==> src/rtl/lpc_rec_pkg.sv <==
package lpc_rec_pkg;

    localparam int PRED_ORDER  = 8;
    localparam int SAMPLE_BITS = 16;
    localparam int COEF_BITS   = 14;
    localparam int SUM_BITS    = 32;
    localparam int WORD_BITS   = 32;
    localparam int LENGTH_BITS = 16;
    localparam int SHAMT_BITS  = 5;
    localparam int CFG_SEL_W   = 3;

    localparam logic [CFG_SEL_W-1:0] CFG_WARM_BASE  = 3'd0;
    localparam logic [CFG_SEL_W-1:0] CFG_COEF_BASE  = 3'd1;
    localparam logic [CFG_SEL_W-1:0] CFG_RESID_BASE = 3'd2;
    localparam logic [CFG_SEL_W-1:0] CFG_SHAMT      = 3'd3;
    localparam logic [CFG_SEL_W-1:0] CFG_LENGTH     = 3'd4;

    typedef enum logic [2:0] {
        PH_IDLE,
        PH_FETCH_COEF,
        PH_FETCH_WARM,
        PH_ACCUM,
        PH_SCALE,
        PH_FETCH_RESID,
        PH_STORE,
        PH_FINISHED
    } phase_e;

    typedef enum logic [1:0] {
        XFER_IDLE,
        XFER_SETUP,
        XFER_ACCESS
    } xfer_e;

    typedef struct packed {
        logic                 is_write;
        logic [WORD_BITS-1:0] payload;
    } xfer_cmd_t;

    function automatic logic [WORD_BITS-1:0] widen_sample(input logic [SAMPLE_BITS-1:0] s);
        return {{(WORD_BITS-SAMPLE_BITS){s[SAMPLE_BITS-1]}}, s};
    endfunction

endpackage

==> src/rtl/lpc_bus_master.sv <==
module lpc_bus_master
    import lpc_rec_pkg::*;
#(
    parameter int ADDR_W = 16,
    parameter int DATA_W = WORD_BITS
) (
    input  logic              clk,
    input  logic              rst,
    input  logic              req,
    input  logic              req_write,
    input  logic [ADDR_W-1:0] req_addr,
    input  logic [DATA_W-1:0] req_wdata,
    output logic              ack,
    output logic [DATA_W-1:0] rsp_data,
    output logic              mem_sel,
    output logic              mem_enable,
    output logic              mem_write,
    output logic [ADDR_W-1:0] mem_addr,
    output logic [DATA_W-1:0] mem_wdata,
    input  logic [DATA_W-1:0] mem_rdata,
    input  logic              mem_ready
);

    xfer_e             xstate;
    logic [ADDR_W-1:0] addr_q;
    logic              write_q;
    logic [DATA_W-1:0] wdata_q;

    always_ff @(posedge clk) begin
        if (rst) begin
            xstate   <= XFER_IDLE;
            ack      <= 1'b0;
            rsp_data <= '0;
            addr_q   <= '0;
            write_q  <= 1'b0;
            wdata_q  <= '0;
        end else begin
            ack <= 1'b0;
            case (xstate)
                XFER_IDLE: begin
                    if (req) begin
                        addr_q  <= req_addr;
                        write_q <= req_write;
                        wdata_q <= req_wdata;
                        xstate  <= XFER_SETUP;
                    end
                end
                XFER_SETUP: begin
                    xstate <= XFER_ACCESS;
                end
                XFER_ACCESS: begin
                    if (mem_ready) begin
                        ack      <= 1'b1;
                        rsp_data <= mem_rdata;
                        xstate   <= XFER_IDLE;
                    end
                end
                default: xstate <= XFER_IDLE;
            endcase
        end
    end

    assign mem_sel    = (xstate != XFER_IDLE);
    assign mem_enable = (xstate == XFER_ACCESS);
    assign mem_write  = write_q;
    assign mem_addr   = addr_q;
    assign mem_wdata  = wdata_q;

endmodule

==> src/rtl/lpc_tap_store.sv <==
module lpc_tap_store
    import lpc_rec_pkg::*;
#(
    parameter int ORDER  = PRED_ORDER,
    parameter int SMP_W  = SAMPLE_BITS,
    parameter int COEF_W = COEF_BITS,
    parameter int IDX_W  = $clog2(ORDER)
) (
    input  logic              clk,
    input  logic              rst,
    input  logic              coef_we,
    input  logic [IDX_W-1:0]  coef_idx,
    input  logic [COEF_W-1:0] coef_in,
    input  logic              push,
    input  logic [SMP_W-1:0]  push_smp,
    input  logic [IDX_W-1:0]  tap_sel,
    output logic [COEF_W-1:0] tap_coef,
    output logic [SMP_W-1:0]  tap_smp
);

    logic [COEF_W-1:0] coef_w [ORDER];
    logic [SMP_W-1:0]  hist_w [ORDER];

    for (genvar k = 0; k < ORDER; k++) begin : g_tap
        logic [COEF_W-1:0] coef_r;
        logic [SMP_W-1:0]  hist_r;
        logic [SMP_W-1:0]  hist_nx;

        if (k == 0) begin : g_head
            assign hist_nx = push_smp;
        end else begin : g_body
            assign hist_nx = hist_w[k-1];
        end

        always_ff @(posedge clk) begin
            if (rst) begin
                coef_r <= '0;
                hist_r <= '0;
            end else begin
                if (coef_we && (coef_idx == IDX_W'(k))) begin
                    coef_r <= coef_in;
                end
                if (push) begin
                    hist_r <= hist_nx;
                end
            end
        end

        assign coef_w[k] = coef_r;
        assign hist_w[k] = hist_r;
    end

    assign tap_coef = coef_w[tap_sel];
    assign tap_smp  = hist_w[tap_sel];

endmodule

==> src/rtl/lpc_mac_unit.sv <==
module lpc_mac_unit
    import lpc_rec_pkg::*;
#(
    parameter int SMP_W  = SAMPLE_BITS,
    parameter int COEF_W = COEF_BITS,
    parameter int ACC_W  = SUM_BITS
) (
    input  logic                    clk,
    input  logic                    rst,
    input  logic                    en,
    input  logic                    first,
    input  logic signed [SMP_W-1:0]  smp,
    input  logic signed [COEF_W-1:0] coef,
    output logic        [ACC_W-1:0]  acc
);

    localparam int PROD_W = SMP_W + COEF_W;

    logic signed [PROD_W-1:0] prod;
    logic        [ACC_W-1:0]  prod_ext;
    logic        [ACC_W-1:0]  base;

    assign prod     = smp * coef;
    assign prod_ext = {{(ACC_W-PROD_W){prod[PROD_W-1]}}, prod};
    assign base     = first ? '0 : acc;

    always_ff @(posedge clk) begin
        if (rst) begin
            acc <= '0;
        end else if (en) begin
            acc <= base + prod_ext;
        end
    end

endmodule

==> src/rtl/lpc_rec_filter.sv <==
module lpc_rec_filter
    import lpc_rec_pkg::*;
#(
    parameter int ADDR_W  = 16,
    parameter int DATA_W  = WORD_BITS,
    parameter int SMP_W   = SAMPLE_BITS,
    parameter int COEF_W  = COEF_BITS,
    parameter int ACC_W   = SUM_BITS,
    parameter int LEN_W   = LENGTH_BITS,
    parameter int SHIFT_W = SHAMT_BITS,
    parameter int ORDER   = PRED_ORDER
) (
    input  logic                 clk,
    input  logic                 rst,
    input  logic                 reg_we,
    input  logic [CFG_SEL_W-1:0] reg_addr,
    input  logic [DATA_W-1:0]    reg_wdata,
    input  logic                 start,
    output logic                 done,
    output logic                 mem_sel,
    output logic                 mem_enable,
    output logic                 mem_write,
    output logic [ADDR_W-1:0]    mem_addr,
    output logic [DATA_W-1:0]    mem_wdata,
    input  logic [DATA_W-1:0]    mem_rdata,
    input  logic                 mem_ready
);

    localparam int TAP_W = $clog2(ORDER);
    localparam logic [TAP_W-1:0] LAST_TAP = TAP_W'(ORDER - 1);

    // parameter registers
    logic [ADDR_W-1:0]  warm_base, coef_base, resid_base;
    logic [SHIFT_W-1:0] shamt;
    logic [LEN_W-1:0]   frame_len;

    always_ff @(posedge clk) begin
        if (rst) begin
            warm_base  <= '0;
            coef_base  <= '0;
            resid_base <= '0;
            shamt      <= '0;
            frame_len  <= '0;
        end else if (reg_we) begin
            case (reg_addr)
                CFG_WARM_BASE:  warm_base  <= reg_wdata[ADDR_W-1:0];
                CFG_COEF_BASE:  coef_base  <= reg_wdata[ADDR_W-1:0];
                CFG_RESID_BASE: resid_base <= reg_wdata[ADDR_W-1:0];
                CFG_SHAMT:      shamt      <= reg_wdata[SHIFT_W-1:0];
                CFG_LENGTH:     frame_len  <= reg_wdata[LEN_W-1:0];
                default: ;
            endcase
        end
    end

    // sequencer state
    phase_e             phase;
    logic [TAP_W-1:0]   load_cnt;
    logic [TAP_W-1:0]   tap;
    logic [LEN_W-1:0]   idx;
    logic               pend;
    logic [ACC_W-1:0]   pred;
    logic [SMP_W-1:0]   out_smp;

    // datapath interconnect
    xfer_cmd_t          cmd;
    logic               bus_req, bus_ack;
    logic [ADDR_W-1:0]  req_addr;
    logic [DATA_W-1:0]  rsp_data;
    logic               coef_we, push;
    logic [SMP_W-1:0]   push_smp;
    logic [COEF_W-1:0]  tap_coef;
    logic [SMP_W-1:0]   tap_smp;
    logic [ACC_W-1:0]   acc;
    logic [ACC_W-1:0]   res_sum;
    logic               on_bus;

    assign on_bus = (phase == PH_FETCH_COEF) || (phase == PH_FETCH_WARM) ||
                    (phase == PH_FETCH_RESID) || (phase == PH_STORE);
    assign bus_req = on_bus && !pend;

    assign cmd.is_write = (phase == PH_STORE);
    assign cmd.payload  = widen_sample(out_smp);

    always_comb begin
        case (phase)
            PH_FETCH_COEF: req_addr = coef_base + ADDR_W'(load_cnt);
            PH_FETCH_WARM: req_addr = warm_base + ADDR_W'(load_cnt);
            default:       req_addr = resid_base + ADDR_W'(idx);
        endcase
    end

    assign coef_we  = (phase == PH_FETCH_COEF) && bus_ack;
    assign push     = ((phase == PH_FETCH_WARM) || (phase == PH_STORE)) && bus_ack;
    assign push_smp = (phase == PH_FETCH_WARM) ? rsp_data[SMP_W-1:0] : out_smp;
    assign res_sum  = pred + ACC_W'(rsp_data);

    always_ff @(posedge clk) begin
        if (rst) begin
            phase    <= PH_IDLE;
            load_cnt <= '0;
            tap      <= '0;
            idx      <= '0;
            pend     <= 1'b0;
            pred     <= '0;
            out_smp  <= '0;
        end else begin
            if (bus_req) begin
                pend <= 1'b1;
            end else if (bus_ack) begin
                pend <= 1'b0;
            end

            case (phase)
                PH_IDLE, PH_FINISHED: begin
                    if (start) begin
                        load_cnt <= '0;
                        phase    <= PH_FETCH_COEF;
                    end
                end
                PH_FETCH_COEF: begin
                    if (bus_ack) begin
                        load_cnt <= load_cnt + 1'b1;
                        if (load_cnt == LAST_TAP) begin
                            phase <= PH_FETCH_WARM;
                        end
                    end
                end
                PH_FETCH_WARM: begin
                    if (bus_ack) begin
                        load_cnt <= load_cnt + 1'b1;
                        if (load_cnt == LAST_TAP) begin
                            if (frame_len <= LEN_W'(ORDER)) begin
                                phase <= PH_FINISHED;
                            end else begin
                                idx   <= LEN_W'(ORDER);
                                tap   <= '0;
                                phase <= PH_ACCUM;
                            end
                        end
                    end
                end
                PH_ACCUM: begin
                    tap <= tap + 1'b1;
                    if (tap == LAST_TAP) begin
                        phase <= PH_SCALE;
                    end
                end
                PH_SCALE: begin
                    pred  <= ACC_W'($signed(acc) >>> shamt);
                    phase <= PH_FETCH_RESID;
                end
                PH_FETCH_RESID: begin
                    if (bus_ack) begin
                        out_smp <= res_sum[SMP_W-1:0];
                        phase   <= PH_STORE;
                    end
                end
                PH_STORE: begin
                    if (bus_ack) begin
                        if ((idx + LEN_W'(1)) == frame_len) begin
                            phase <= PH_FINISHED;
                        end else begin
                            idx   <= idx + LEN_W'(1);
                            tap   <= '0;
                            phase <= PH_ACCUM;
                        end
                    end
                end
                default: phase <= PH_IDLE;
            endcase
        end
    end

    assign done = (phase == PH_FINISHED);

    logic unused_cfg_bits;
    assign unused_cfg_bits = &{1'b0, reg_wdata};

    lpc_bus_master #(
        .ADDR_W (ADDR_W),
        .DATA_W (DATA_W)
    ) u_bus (
        .clk        (clk),
        .rst        (rst),
        .req        (bus_req),
        .req_write  (cmd.is_write),
        .req_addr   (req_addr),
        .req_wdata  (cmd.payload),
        .ack        (bus_ack),
        .rsp_data   (rsp_data),
        .mem_sel    (mem_sel),
        .mem_enable (mem_enable),
        .mem_write  (mem_write),
        .mem_addr   (mem_addr),
        .mem_wdata  (mem_wdata),
        .mem_rdata  (mem_rdata),
        .mem_ready  (mem_ready)
    );

    lpc_tap_store #(
        .ORDER  (ORDER),
        .SMP_W  (SMP_W),
        .COEF_W (COEF_W),
        .IDX_W  (TAP_W)
    ) u_taps (
        .clk      (clk),
        .rst      (rst),
        .coef_we  (coef_we),
        .coef_idx (load_cnt),
        .coef_in  (rsp_data[COEF_W-1:0]),
        .push     (push),
        .push_smp (push_smp),
        .tap_sel  (tap),
        .tap_coef (tap_coef),
        .tap_smp  (tap_smp)
    );

    lpc_mac_unit #(
        .SMP_W  (SMP_W),
        .COEF_W (COEF_W),
        .ACC_W  (ACC_W)
    ) u_mac (
        .clk   (clk),
        .rst   (rst),
        .en    (phase == PH_ACCUM),
        .first (tap == '0),
        .smp   (tap_smp),
        .coef  (tap_coef),
        .acc   (acc)
    );

endmodule

==> config.mk <==
export PLATFORM = sky130hd
export DESIGN_NAME = lpc_rec_filter
export DESIGN_NICKNAME = d
export VERILOG_FILES = /design/src/rtl/lpc_rec_pkg.sv /design/src/rtl/lpc_bus_master.sv /design/src/rtl/lpc_tap_store.sv /design/src/rtl/lpc_mac_unit.sv /design/src/rtl/lpc_rec_filter.sv
export SDC_FILE = /design/constraint.sdc
export NUM_CORES = 2
export LEC_CHECK = 0
export ABC_CLOCK_PERIOD_IN_PS = 8900
export BUFFER_PORTS_ARGS = -buffer_cell sky130_fd_sc_hd__buf_2
export CAP_MARGIN = 15
export CORE_MARGIN = 1.5
export CORE_UTILIZATION = 48
export CTS_CLUSTER_DIAMETER = 50
export DETAILED_ROUTE_END_ITERATION = 10
export PLACE_DENSITY = 0.66
export SLEW_MARGIN = 10
export SYNTH_ARGS = -nofsm -noshare
export SYNTH_HDL_FRONTEND = slang
export SYNTH_SLANG_ARGS = --single-unit
export TNS_END_PERCENT = 10
==> constraint.sdc <==
create_clock -name clk -period 8.9 [get_ports clk]
set_clock_uncertainty 0.2 [all_clocks]
set_input_delay 0.445 -clock clk [delete_from_list [all_inputs] [get_ports clk]]
set_output_delay 0.445 -clock clk [all_outputs]
set_load 0.01 [all_outputs]
After elaboration in Yosys (flattened, before gate mapping). Cells that the tools add are included.

Add/sub/neg operators: 8. Multiply operators: 1. Order comparisons: 2. Eq/ne operators: 35. Shift operators: 1. Multiplexer cells: 41. Bitwise logic cells: 2. Reductions and logical operators: 42.

Operators by type and width (count): $mux W16 (8); $pmux W16 S2 (2); $mux W3 (17); $bmux W16 S3 (1); $bmux W14 S3 (1); $add A16 B16 Y16 (2); $add A16 B3 Y16 (2); $add A32 B32 Y32 (1); $mux W32 (1); $sshr A32 B5 Y16 (1); $eq A3 B3 Y1 const B (10); $mul A16 B14 Y30 (1); $mux W14 (2); $pmux W3 S7 (1); $eq A3 B2 Y1 const B (6); $reduce_and A2 Y1 (9); $add A16 B1 Y16 const B (1); $eq A16 B16 Y1 (1); $le A16 B4 Y1 const B (1); $ne A2 B1 Y1 const B (7); $logic_not A3 Y1 (4); $ne A2 B2 Y1 const B (6); $reduce_and A6 Y1 (2); $logic_and A1 B1 Y1 (11); 20 further kinds (34).

Flip-flop bits (word level): 451. Bits of input ports: 72.

Logic depth before layout (Yosys ltp).
Depth in word-level cells: 7. Gate-level depth with buffers: 42. Depth with buffers taken out: 38.

Cells and area by module. Synthesis repeated with hierarchy kept, for this count alone.

Cells, all modules: 3906. Area total of the unflattened synthesis: 34842.2 um^2.

By module, submodules not included: lpc_mac_unit (times used 1, cells an instance 1308, area each 11269.6 um^2); lpc_tap_store (times used 1, cells an instance 1035, area each 10487.6 um^2); lpc_rec_filter (times used 1, cells an instance 1199, area each 9310.2 um^2); lpc_bus_master (times used 1, cells an instance 364, area each 3774.9 um^2).

Least setup slack after synthesis. No wires, ideal clock.

Path kind: register to register. Start point: register tap[1]. End point: register u_mac.acc[31]. Library setup time: 0.122 ns. Data arrival time: 9.559 ns. Required time: 8.578 ns. Path slack: -0.981 ns. Cell stages (with the launch flop): 40. Period minus slack after synthesis: 9.881 ns. Path through: dfxtp_1 -> clkbuf_1 -> buf_1 -> clkbuf_1 -> mux4_2 -> mux2i_1 -> clkbuf_1 -> nor2_1 -> fa_1 -> inv_1 -> fa_1 -> inv_1 -> fa_1 -> inv_1 -> fa_1 -> inv_1 -> fa_1 -> inv_1 -> [... 4 more ...] -> or3_1 -> a221o_1 -> a41oi_1 -> o21bai_1 -> a21oi_1 -> xnor2_1 -> ha_1 -> a21oi_1 -> nor2b_1 -> o21ai_0 -> o21ai_0 -> a41oi_1 -> o21bai_1 -> o2111ai_1 -> o31ai_1 -> a211oi_1 -> nor4_1 -> a221o_1.

Longest elaborated chain between the ends: 6.

RTL lines: start: declaration (RTL line lpc_rec_filter.sv:59) `logic [TAP_W-1:0] tap;`; start signal: assignment (RTL line lpc_rec_filter.sv:144) `tap <= tap + 1'b1;`; $not A3 Y4 (implied by the code) (RTL line lpc_tap_store.sv:53, lpc_tap_store.sv:54); $bmux W16 S3 or $bmux W14 S3 (tied branches) (RTL line lpc_tap_store.sv:54, lpc_tap_store.sv:53); $mux W16 (implied by the code) or $mux W14 (tied branches) (2 in a row) (RTL line lpc_tap_store.sv:54, lpc_tap_store.sv:53); $mul A16 B14 Y30 (RTL line lpc_mac_unit.sv:23) `assign prod = smp * coef;`; $add A32 B32 Y32 (*) (RTL line lpc_mac_unit.sv:31) `acc <= base + prod_ext;`; end signal: assignment (RTL line lpc_mac_unit.sv:31); end: declaration (RTL line lpc_mac_unit.sv:14) `output logic [ACC_W-1:0] acc`.

Mark *: on every way between the ends. The rest lies on a longest branch, timed or not. The select of a mux whose other input is x is not followed. A chain may end at the register's enable or synchronous reset.

Worst setup path after layout.
Start point: register tap[0]. End point: register u_mac.acc[31].

Same word-level chain as after synthesis.

==> flow_summary.toml <==
[outcome]
outcome = "finished with violations"
violations = "negative setup slack"

[placed_design]
routabilityCongestion = 0.919
placed_area_um2 = 34500
place_inst = 4809
hpwlAfterDp_um = 65600
pre_cts_slack_ns = -0.564
io_buffers = 91

[worst_setup_path]
required_ns = 9.19
reg2reg_slack_ns = -0.23
r2r_end = "u_mac.acc[31]"
cp-end-kind = "flip-flop"
rr_worst_depth = 35
cpMostUsedCell = "fa_1"
worst-setup-path-type = "reg -> reg"
critical_path_arrival_ns = 9.42
critPathMaxFanout = 8
path_buf_inv = 8
reg2reg_from = "tap[0]"
slowest_delay_ns = 0.53
slowest_stage = "fa_1"
crit_family = "adder cells"
crit_path_start_kind = "flip-flop"

[synth]
synthCells = 3820
synth-main-ff-cell = "dfxtp_1"
synthSimpleGateAreaFrac_pct = 18.5
synth_nets = 4268
synthAdderAreaFrac_pct = 20.1
synth-xor-area-share_pct = 3.15
yosysSeqAreaShare_pct = 28.5
yosys_warnings = 0
synth_edf_count = 0
synth_cell_type_count = 67
synth_mux_area_share_pct = 10.3
synth-seq-cells = 451
synth_top_family_by_area = "adder cells"
synth_area_um2 = 31700
synth.avg_cell_area_um2 = 8.30
synth_compound_area_share_pct = 12.7
async_flop_share_pct = 0

[run]
max-cap-violations = 0

[layout]
fillers = 5999
finalNonFillerCells = 4971
area_delta_synth_final_pct = 17.5
nNetsFinal = 4507
largest_reg_flops = 128
mostFrequentLayoutCell = "nand2_1"
top_register = "u_taps.g_tap.hist_r"
final_cell_mix = "902 x nand2_1, 462 x a21oi_1, 447 x dfxtp_1"
largestRegisters = "u_taps.g_tap.hist_r: 128 flops, u_taps.g_tap.coef_r: 112 flops, u_mac.acc: 32 flops"
drive_gt1_share_pct = 16.5
stdcell_area_um2 = 37300

[die]
rows = 94
fp.dieW_um = 260
io_pins = 124
die-area_um2 = 67600
core_um2 = 65600
start_util_pct = 48.3
die_h_um = 260

[timing]
drv_slew = 0
worst_pin_slew_ns = 1.14
min_period_over_period_pct = 103
period_minus_slack_ns = 9.13
setup_violations = 3
hold_slack_ns = 0.0537
fmax_ghz = 0.110
fin_setup_tns_ns = -0.456
fin_ws_ns = -0.230
slew_headroom_pct = 23.7
rsz0062_at_grt = "yes"
hold_viol = 0

[clocking]
clk_pin_slew_ns = 0.06
cts_tree = "built"
cts_sinks = 451
htree_levels = 2
clk_path_buf_depth = 3
root_buffer = "clkbuf_16"
clkLatencyLatePin_ns = 0.65
cts_buffers = 58

[route]
route.detailed.drc = 0
firstDrtPassIters = 6
avgRoutedWirePerCell_um = 17.7
dr_total_vias = 27100
ant_nets = 0
via_per_inst = 5.45
drt_iter0_markers = 2153
routed_wl_um = 87900

[power_and_ir_drop]
p_comb_share_pct = 13.8
p_sw_mw = 1.55
netSwitchingFraction_pct = 29.4
pwr-share-seq_pct = 41.0
ir_worst_vdd_uv = 167
leakagePower_nw = 15.3
p_clk_share_pct = 45.2
power_density_nw_per_um2 = 142
p_int_mw = 3.73

[min_path]
min_to = "coef_base[5]"
hold_depth = 4
hp-class = "in -> reg"
min-delay-start = "reg_addr[1]"

[global_route]
grt_pass1_vias = 25900
antenna_found_initial = 2
grt_pass1_wl_um = 139000
track_usage_pct = 25.8
grt_max_degree = 192
grt.overflow.total = 0
## cell type report
type	instances	area, um2	area share (%)
Multi-Input combinational cell	2820	20800	55.9
Inverter	314	1180	3.16
Clock buffer	66	1540	4.14
Tap cell	864	1080	2.90
Sequential cell	451	9040	24.3
Timing Repair Buffer	414	3140	8.44
Clock inverter	40	452	1.21
Antenna cell	2	5.00	0.0134
## cells in the mapped netlist (15+ instances only)
library cell | instances | share of area [%]
a211oi_1 | 52 | 1.2
a21o_1 | 18 | 0.43
a21oi_1 | 468 | 7.4
and2_1 | 44 | 0.87
buf_1 | 31 | 0.37
buf_4 | 17 | 0.40
clkbuf_1 | 184 | 2.2
dfxtp_1 | 451 | 28
fa_1 | 223 | 14
ha_1 | 153 | 6.0
inv_1 | 312 | 3.7
mux2_2 | 24 | 0.85
mux2i_1 | 97 | 3.1
mux4_2 | 90 | 6.4
nand2_1 | 903 | 11
nand2b_1 | 15 | 0.30
nand3_1 | 26 | 0.41
nor2_1 | 260 | 3.1
nor2b_1 | 23 | 0.45
nor3_1 | 33 | 0.52
o21ai_0 | 77 | 1.2
or3_1 | 23 | 0.45
xnor2_1 | 84 | 2.3
xor2_1 | 30 | 0.83
## power by group through the flow
stage                     Combinational [mW]  Sequential, mW  Clock [mW]
after floorplan                        0.485            2.17           0
after global placement                 0.697            2.20           0
after detailed placement               0.704            2.20           0
after CTS                              0.720            2.16        2.42
after global routing                   0.794            2.17        2.50
final                                  0.731            2.16        2.39
## per-stage QoR
step	util, %	power (mW)
2_1_floorplan	-	2.66
3_3_place_gp	52.6	2.90
3_5_place_dp	52.6	2.91
4_1_cts	56.4	5.30
5_1_grt	56.8	5.47
6_report	56.8	5.28
## how the worst max path moves through the flow
| stage | end | startpoint | cells after the start |
|---|---|---|---|
| after floorplan | u_mac.acc[29] | tap[0] | 41 |
| after global placement | u_mac.acc[31] | tap[1] | 36 |
| after detailed placement | u_mac.acc[31] | tap[1] | 34 |
| after CTS | u_mac.acc[31] | tap[0] | 37 |
| after global routing | u_mac.acc[31] | tap[0] | 37 |
| final | u_mac.acc[31] | tap[0] | 35 |
## cell families after synthesis
group,after synthesis
AND/OR/NAND/NOR,1402
AO/OA/AOI/OAI,717
buffers and inverters,549
flip-flops,451
adder cells (fa/ha/maj),376
multiplexers,211
XOR/XNOR,114
## worst register-to-register path, delay by kind of cell, from the launching register on
kind	cells	cell delay, ns
AOI/OAI and AO/OA	12	2.42
xor gates and xnor gates	1	0.12
adders and majority gates	8	3.29
buffers and inverters	8	0.84
DFF	1	0.39
muxes	2	0.84
and+or+nand+nor	4	0.90
## layer usage
layer	up-vias	global-route usage, %	share of wire, %
met4	0	7.35	2.4
met5	-	0	0
met3	120	3.02	6.0
li1	13100	-	-
met1	13100	35.5	44
met2	751	42.8	48
## what timing repair did
action                     in CTS  in global routing
hold buffers                   33                  0
buffers inserted                7                 13
setup endpoints to repair       8                 11
pin swaps                      15                 40
gates cloned                    0                  1
gates resized for setup        27                 42
hold endpoints to repair       85                  0
Note: power is estimated with default switching activity, not from simulation.
